<file path="config.mk">
export PLATFORM = sky130hd
export DESIGN_NAME = cond_write_ctrl
export DESIGN_NICKNAME = d
export VERILOG_FILES = /design/src/rtl/cwc_pkg.sv /design/src/rtl/cwc_route_sel.sv /design/src/rtl/cwc_wait_timer.sv /design/src/rtl/cwc_sat_counter.sv /design/src/rtl/cond_write_ctrl.sv
export SDC_FILE = /design/constraint.sdc
export NUM_CORES = 1
export LEC_CHECK = 0
export BUFFER_PORTS_ARGS = -buffer_cell sky130_fd_sc_hd__buf_2
export CORE_MARGIN = 10
export CORE_UTILIZATION = 40
export DETAILED_ROUTE_END_ITERATION = 12
export HOLD_SLACK_MARGIN = 0.03
export PLACE_DENSITY = 0.65
export SLEW_MARGIN = 10
export SYNTH_ARGS = -nofsm -noshare
export SYNTH_HDL_FRONTEND = slang
export SYNTH_SLANG_ARGS = --single-unit
</file>
<file path="constraint.sdc">
create_clock -name clk -period 2.55 [get_ports clk]
set_clock_uncertainty 0.15 [all_clocks]
set_input_delay 0.1275 -clock clk [delete_from_list [all_inputs] [get_ports clk]]
set_output_delay 0.1275 -clock clk [all_outputs]
set_load 0.005 [all_outputs]
</file>
<file path="src/rtl/cwc_pkg.sv">
package cwc_pkg;

  typedef enum logic [2:0] {
    ST_IDLE,
    ST_READ,
    ST_CMP,
    ST_ERS,
    ST_EWAIT,
    ST_PRG,
    ST_PWAIT,
    ST_FIN
  } cwc_state_t;

  typedef enum logic [1:0] {
    RT_SKIP,
    RT_PROG,
    RT_ERASE,
    RT_ERASE_PROG
  } cwc_route_t;

endpackage

</file>
<file path="src/rtl/cwc_route_sel.sv">
module cwc_route_sel
  import cwc_pkg::*;
#(
  parameter int DATA_W = 8
) (
  input  logic [DATA_W-1:0] stored,
  input  logic [DATA_W-1:0] wanted,
  output cwc_route_t        route
);
  localparam logic [DATA_W-1:0] ALL_ONES = '1;

  logic differs;
  logic must_erase;
  logic wants_ones;

  always_comb begin
    differs    = (stored != wanted);
    must_erase = ((stored & wanted) != wanted);
    wants_ones = (wanted == ALL_ONES);
    if (!differs)        route = RT_SKIP;
    else if (!must_erase) route = RT_PROG;
    else if (wants_ones)  route = RT_ERASE;
    else                  route = RT_ERASE_PROG;
  end
endmodule

</file>
<file path="src/rtl/cwc_wait_timer.sv">
module cwc_wait_timer #(
  parameter int MAX_WAIT = 4
) (
  input  logic clk,
  input  logic rst_n,
  input  logic load,
  input  logic [$clog2(MAX_WAIT+1)-1:0] load_val,
  output logic expired
);
  localparam int TW = $clog2(MAX_WAIT+1);

  logic [TW-1:0] remain;

  always_ff @(posedge clk) begin
    if (!rst_n)                remain <= '0;
    else if (load)             remain <= load_val;
    else if (remain != '0)     remain <= remain - 1'b1;
  end

  assign expired = (remain == '0);


  timer_step_chk: assert property (@(posedge clk) disable iff (!rst_n)
    (!load && remain != '0) |=> (remain == $past(remain) - 1'b1));


  timer_bound_chk: assert property (@(posedge clk) disable iff (!rst_n)
    remain <= TW'(MAX_WAIT));
endmodule

</file>
<file path="src/rtl/cwc_sat_counter.sv">
module cwc_sat_counter #(
  parameter int W = 8
) (
  input  logic         clk,
  input  logic         rst_n,
  input  logic         bump,
  output logic [W-1:0] value
);
  localparam logic [W-1:0] TOP = '1;

  always_ff @(posedge clk) begin
    if (!rst_n)                   value <= '0;
    else if (bump && value != TOP) value <= value + 1'b1;
  end


  cnt_hold_at_top_chk: assert property (@(posedge clk) disable iff (!rst_n)
    (value == TOP) |=> (value == TOP));


  cnt_idle_stable_chk: assert property (@(posedge clk) disable iff (!rst_n)
    !bump |=> $stable(value));
endmodule

</file>
<file path="src/rtl/cond_write_ctrl.sv">
module cond_write_ctrl
  import cwc_pkg::*;
#(
  parameter int ADDR_W     = 4,
  parameter int DATA_W     = 8,
  parameter int CNT_W      = 8,
  parameter int ERASE_WAIT = 4,
  parameter int PROG_WAIT  = 2
) (
  input  logic              clk,
  input  logic              rst_n,
  input  logic              req_valid,
  output logic              req_ready,
  input  logic [ADDR_W-1:0] req_addr,
  input  logic [DATA_W-1:0] req_data,
  output logic              rd_en,
  output logic [ADDR_W-1:0] cell_addr,
  input  logic [DATA_W-1:0] rd_data,
  output logic              erase_stb,
  output logic              prog_stb,
  output logic [DATA_W-1:0] prog_data,
  output logic              busy,
  output logic              done,
  output logic [CNT_W-1:0]  erase_count,
  output logic [CNT_W-1:0]  prog_count
);
  localparam int MAX_WAIT = (ERASE_WAIT > PROG_WAIT) ? ERASE_WAIT : PROG_WAIT;
  localparam int TW       = $clog2(MAX_WAIT+1);
  localparam int N_CNT    = 2;

  cwc_state_t        state, state_nx;
  logic [ADDR_W-1:0] addr_q;
  logic [DATA_W-1:0] data_q;
  logic              prog_after_q;
  cwc_route_t        route;
  logic              tmr_load;
  logic [TW-1:0]     tmr_val;
  logic              tmr_done;
  logic              take;

  assign take = req_valid && (state == ST_IDLE);

  cwc_route_sel #(.DATA_W(DATA_W)) u_route (
    .stored (rd_data),
    .wanted (data_q),
    .route  (route)
  );

  cwc_wait_timer #(.MAX_WAIT(MAX_WAIT)) u_timer (
    .clk      (clk),
    .rst_n    (rst_n),
    .load     (tmr_load),
    .load_val (tmr_val),
    .expired  (tmr_done)
  );

  always_comb begin
    state_nx = state;
    tmr_load = 1'b0;
    tmr_val  = '0;
    unique case (state)
      ST_IDLE:  if (take) state_nx = ST_READ;
      ST_READ:  state_nx = ST_CMP;
      ST_CMP: begin
        unique case (route)
          RT_SKIP:  state_nx = ST_FIN;
          RT_PROG:  state_nx = ST_PRG;
          default:  state_nx = ST_ERS;
        endcase
      end
      ST_ERS: begin
        tmr_load = 1'b1;
        tmr_val  = TW'(ERASE_WAIT - 1);
        state_nx = ST_EWAIT;
      end
      ST_EWAIT: if (tmr_done) state_nx = prog_after_q ? ST_PRG : ST_FIN;
      ST_PRG: begin
        tmr_load = 1'b1;
        tmr_val  = TW'(PROG_WAIT - 1);
        state_nx = ST_PWAIT;
      end
      ST_PWAIT: if (tmr_done) state_nx = ST_FIN;
      ST_FIN:   state_nx = ST_IDLE;
      default:  state_nx = ST_IDLE;
    endcase
  end

  always_ff @(posedge clk) begin
    if (!rst_n) begin
      state        <= ST_IDLE;
      addr_q       <= '0;
      data_q       <= '0;
      prog_after_q <= 1'b0;
    end else begin
      state <= state_nx;
      if (take) begin
        addr_q <= req_addr;
        data_q <= req_data;
      end
      if (state == ST_CMP) prog_after_q <= (route == RT_ERASE_PROG);
    end
  end

  assign req_ready = (state == ST_IDLE);
  assign busy      = (state != ST_IDLE);
  assign rd_en     = (state == ST_READ);
  assign erase_stb = (state == ST_ERS);
  assign prog_stb  = (state == ST_PRG);
  assign done      = (state == ST_FIN);
  assign cell_addr = addr_q;
  assign prog_data = data_q;

  logic [N_CNT-1:0]            cnt_bump;
  logic [N_CNT-1:0][CNT_W-1:0] cnt_val;

  assign cnt_bump = {prog_stb, erase_stb};

  for (genvar g = 0; g < N_CNT; g++) begin : g_cnt
    cwc_sat_counter #(.W(CNT_W)) u_cnt (
      .clk   (clk),
      .rst_n (rst_n),
      .bump  (cnt_bump[g]),
      .value (cnt_val[g])
    );
  end

  assign erase_count = cnt_val[0];
  assign prog_count  = cnt_val[1];


  done_single_chk: assert property (@(posedge clk) disable iff (!rst_n)
    done |=> !done);


  strobe_excl_chk: assert property (@(posedge clk) disable iff (!rst_n)
    !(erase_stb && prog_stb));


  erase_single_chk: assert property (@(posedge clk) disable iff (!rst_n)
    erase_stb |=> !erase_stb);


  prog_single_chk: assert property (@(posedge clk) disable iff (!rst_n)
    prog_stb |=> !prog_stb);


  accept_busy_chk: assert property (@(posedge clk) disable iff (!rst_n)
    (req_valid && req_ready) |=> (busy && !req_ready));


  read_then_cmp_chk: assert property (@(posedge clk) disable iff (!rst_n)
    rd_en |=> (!rd_en && busy && $stable(cell_addr)));
endmodule

</file>
==> results.py <==
metrics = {
    "status": {
        "outcome": "finished, final reports clean",
    },
    "worst_setup_path": {
        "cp.required_ns": 2.61,
        "worst_path_max_delay_cell": "or4_1",
        "reg2reg_depth": 4,
        "slowest_delay_ns": 0.49,
        "path_max_fanout": 10,
        "critPathLaunchType": "register",
        "r2r_start": "state[2]",
        "cp_cell_sequence": "and3b_1 -> o21ai_4 -> or4_1 -> a21oi_1",
        "r2r_slack_ns": 0.72,
        "r2r-end": "g_cnt[1].u_cnt.value[7]",
        "worst-endpoint-arrival_ns": 1.89,
        "end_kind": "register",
        "crit_type": "reg -> reg",
    },
    "floorplan": {
        "fp.dieArea_um2": 7495,
        "die_x_um": 86.58,
        "start_util_pct": 41.00,
        "coreArea_um2": 4324,
        "num_rows": 24,
        "io_pins": 57,
        "die-height_um": 86.58,
    },
    "route": {
        "wire_per_inst_um": 13.94,
        "vias_per_cell": 5.098,
        "drc": 0,
        "drt_iter0_drc": 62,
        "dr.pass1.iters": 4,
        "ant_nets": 0,
        "routed_wl_um": 4545,
        "num_vias": 1662,
    },
    "place": {
        "dpl.hpwl_um": 3397,
        "pre_cts_ws_ns": 0.7636,
        "dp.cells": 306,
        "gp_congestion": 0.7455,
        "numPortBuffers": 56,
    },
    "pwr": {
        "max-vdd-ir-drop_mv": 0.3630,
        "power_density_nw_per_um2": 639.5,
        "power.leakage_nw": 1.088,
    },
    "yosys": {
        "yosysUniqueCellTypes": 39,
        "syn_nets": 242,
        "seq_area_frac_synth_pct": 39.52,
        "ys_warn_count": 0,
        "synth-main-ff-cell": "dfxtp_1",
        "synth_edf_count": 0,
        "syn-cell-area_um2": 1773,
        "async_flop_share_pct": 0,
        "syn_inst": 207,
        "yosys_register_bits": 35,
        "avgSynthCellArea_um2": 8.565,
    },
    "clocking": {
        "ctsHoldBuffers": 12,
        "cts_max_level": 2,
        "cts_tree": "done",
        "clkLatencyLatePin_ns": 0.28,
        "cts.clk_slew.worst_paths_ns": 0.07,
        "cts_inserted_buffers": 5,
        "post_cts_resize_count": 0,
        "cts_num_sinks": 35,
        "cts_setup_buffers": 0,
        "clockRootBuffer": "clkbuf_8",
        "max-clock-path-buffers": 2,
    },
    "timing": {
        "rsz0062_at_grt": "false",
        "worst_pin_slew_ns": 0.4666,
        "min_period_ns": 1.829,
        "fin_tns_setup_ns": 0,
        "hold-worst-slack_ns": 0.06528,
        "setup_viol": 0,
        "post-route-period-util_pct": 71.72,
        "hold_violations": 0,
        "timing.final.ws_setup_ns": 0.7212,
        "max_slew_margin_pct": 68.89,
        "drv_slew": 0,
        "timing.fmax_mhz": 546.8,
    },
    "worst_hold_path": {
        "hold_depth": 2,
        "hold_start": "rst_n",
        "worst_hold_path.endpoint": "u_timer.remain[1]",
        "min_path_type": "in -> reg",
    },
    "cells_and_area": {
        "antenna_cells": 0,
        "drive_above_1_share_pct": 24.82,
        "fill_cells": 430,
        "area_growth_pct": 28.86,
        "final_cells": 326,
        "seq_area_um2": 700.7,
        "multiInputGateArea_um2": 944.7,
        "finalCoreUtilization_pct": 52.84,
        "fin_nets": 308,
    },
    "grt": {
        "grt_start_max_net_pins": 20,
        "grt_pass1_vias": 1578,
        "grt.total_usage_pct": 12.35,
        "grt_overflow": 0,
        "grt_pass1_wl_um": 7631,
        "antenna_found_initial": 0,
    },
    "job": {
        "maxCapViolCount": 0,
    },
}
-- layer usage --
layer	global-route usage, %	part of all wire (%)	vias to the layer above
li1	-	-	866
met1	14.68	46	753
met2	20.60	48	35
met3	2.720	3.5	8
met4	5.744	2.4	0
met5	0	0	-
-- worst max path at each step --
| stage | start | to | cells after the start |
|---|---|---|---|
| final | state[2] | g_cnt[1].u_cnt.value[7] | 4 |
| after global routing | state[1] | cell_addr[2] | 4 |
| after CTS | state[2] | g_cnt[1].u_cnt.value[7] | 4 |
| after detailed placement | state[2] | g_cnt[1].u_cnt.value[7] | 4 |
| after global placement | state[2] | g_cnt[1].u_cnt.value[5] | 4 |
| after floorplan | state[2] | g_cnt[0].u_cnt.value[5] | 7 |
-- logic make-up after synthesis --
group / count (synthesis) / share of synthesized area (%)
compound gates: 41 / 14.61
flops: 35 / 39.52
simple gates: 88 / 26.11
buf+inv: 23 / 7.198
fa+ha+maj: 12 / 8.468
mux: 2 / 1.129
xor+xnor: 6 / 2.964
-- state kept, by name, summed over array words and instances, names as in the netlist --
| signal | count |
|---|---|
| g_cnt.u_cnt.value | 16 |
| prog_data | 8 |
| cell_addr | 4 |
| state | 3 |
| u_timer.remain | 3 |
| prog_after_q | 1 |
-- worst max-delay path: cells and delay by family, from the launching register on --
kind / cells / cell delay [ns]
AOI/OAI and AO/OA: 2 / 0.30
and+or+nand+nor: 2 / 0.86
DFF: 1 / 0.46
-- cell usage in the layout (no fill, tap or decap), drive strengths merged, types with 5 or more instances in the layout --
| cell | instances |
|---|---|
| clkbuf | 6 |
| o21ai | 8 |
| dlygate4sd3 | 12 |
| dfxtp | 35 |
| nand3 | 8 |
| nand2 | 36 |
| ha | 12 |
| nand4 | 8 |
| xor2 | 5 |
| buf | 57 |
| inv | 12 |
| a21oi | 18 |
| nor2 | 10 |
-- cells in the mapped netlist, types with 3 or more instances --
library cell | instances | area, um^2
and4_1 | 4 | 35.03
o211ai_1 | 4 | 30.03
nor3_1 | 3 | 15.01
nand4_1 | 7 | 43.79
ha_1 | 12 | 150.1
buf_6 | 3 | 33.78
nand2_1 | 36 | 135.1
dfxtp_1 | 35 | 700.7
clkbuf_1 | 4 | 15.01
o21ai_0 | 6 | 30.03
nand3_1 | 8 | 40.04
xor2_1 | 5 | 43.79
inv_1 | 12 | 45.04
nor2_1 | 10 | 37.54
nor3b_1 | 4 | 30.03
or4_1 | 4 | 30.03
nand2b_1 | 3 | 18.77
a21oi_1 | 18 | 90.09
-- cell type report --
| type | count | share of cell area [%] |
|---|---|---|
| multi-input cells | 149 | 41.35 |
| clock inverters | 2 | 1.533 |
| repair buffers | 69 | 17.85 |
| inverters | 13 | 2.136 |
| clock buffers | 6 | 3.614 |
| well taps | 52 | 2.848 |
| flip-flops and latches | 35 | 30.67 |
-- stage by stage --
step                area, um^2  power [mW]
finish                    2285       1.461
global route              2285       1.550
CTS                       2285       1.477
detailed placement        2047      0.9463
global placement          2047      0.9442
floorplan                 1773      0.8618
-- power breakdown --
| group | switching [mW] | internal (mW) |
|---|---|---|
| registers | 0.0457 | 0.597 |
| clock network | 0.199 | 0.316 |
| logic | 0.157 | 0.146 |
(Power assumes the default switching activity.)
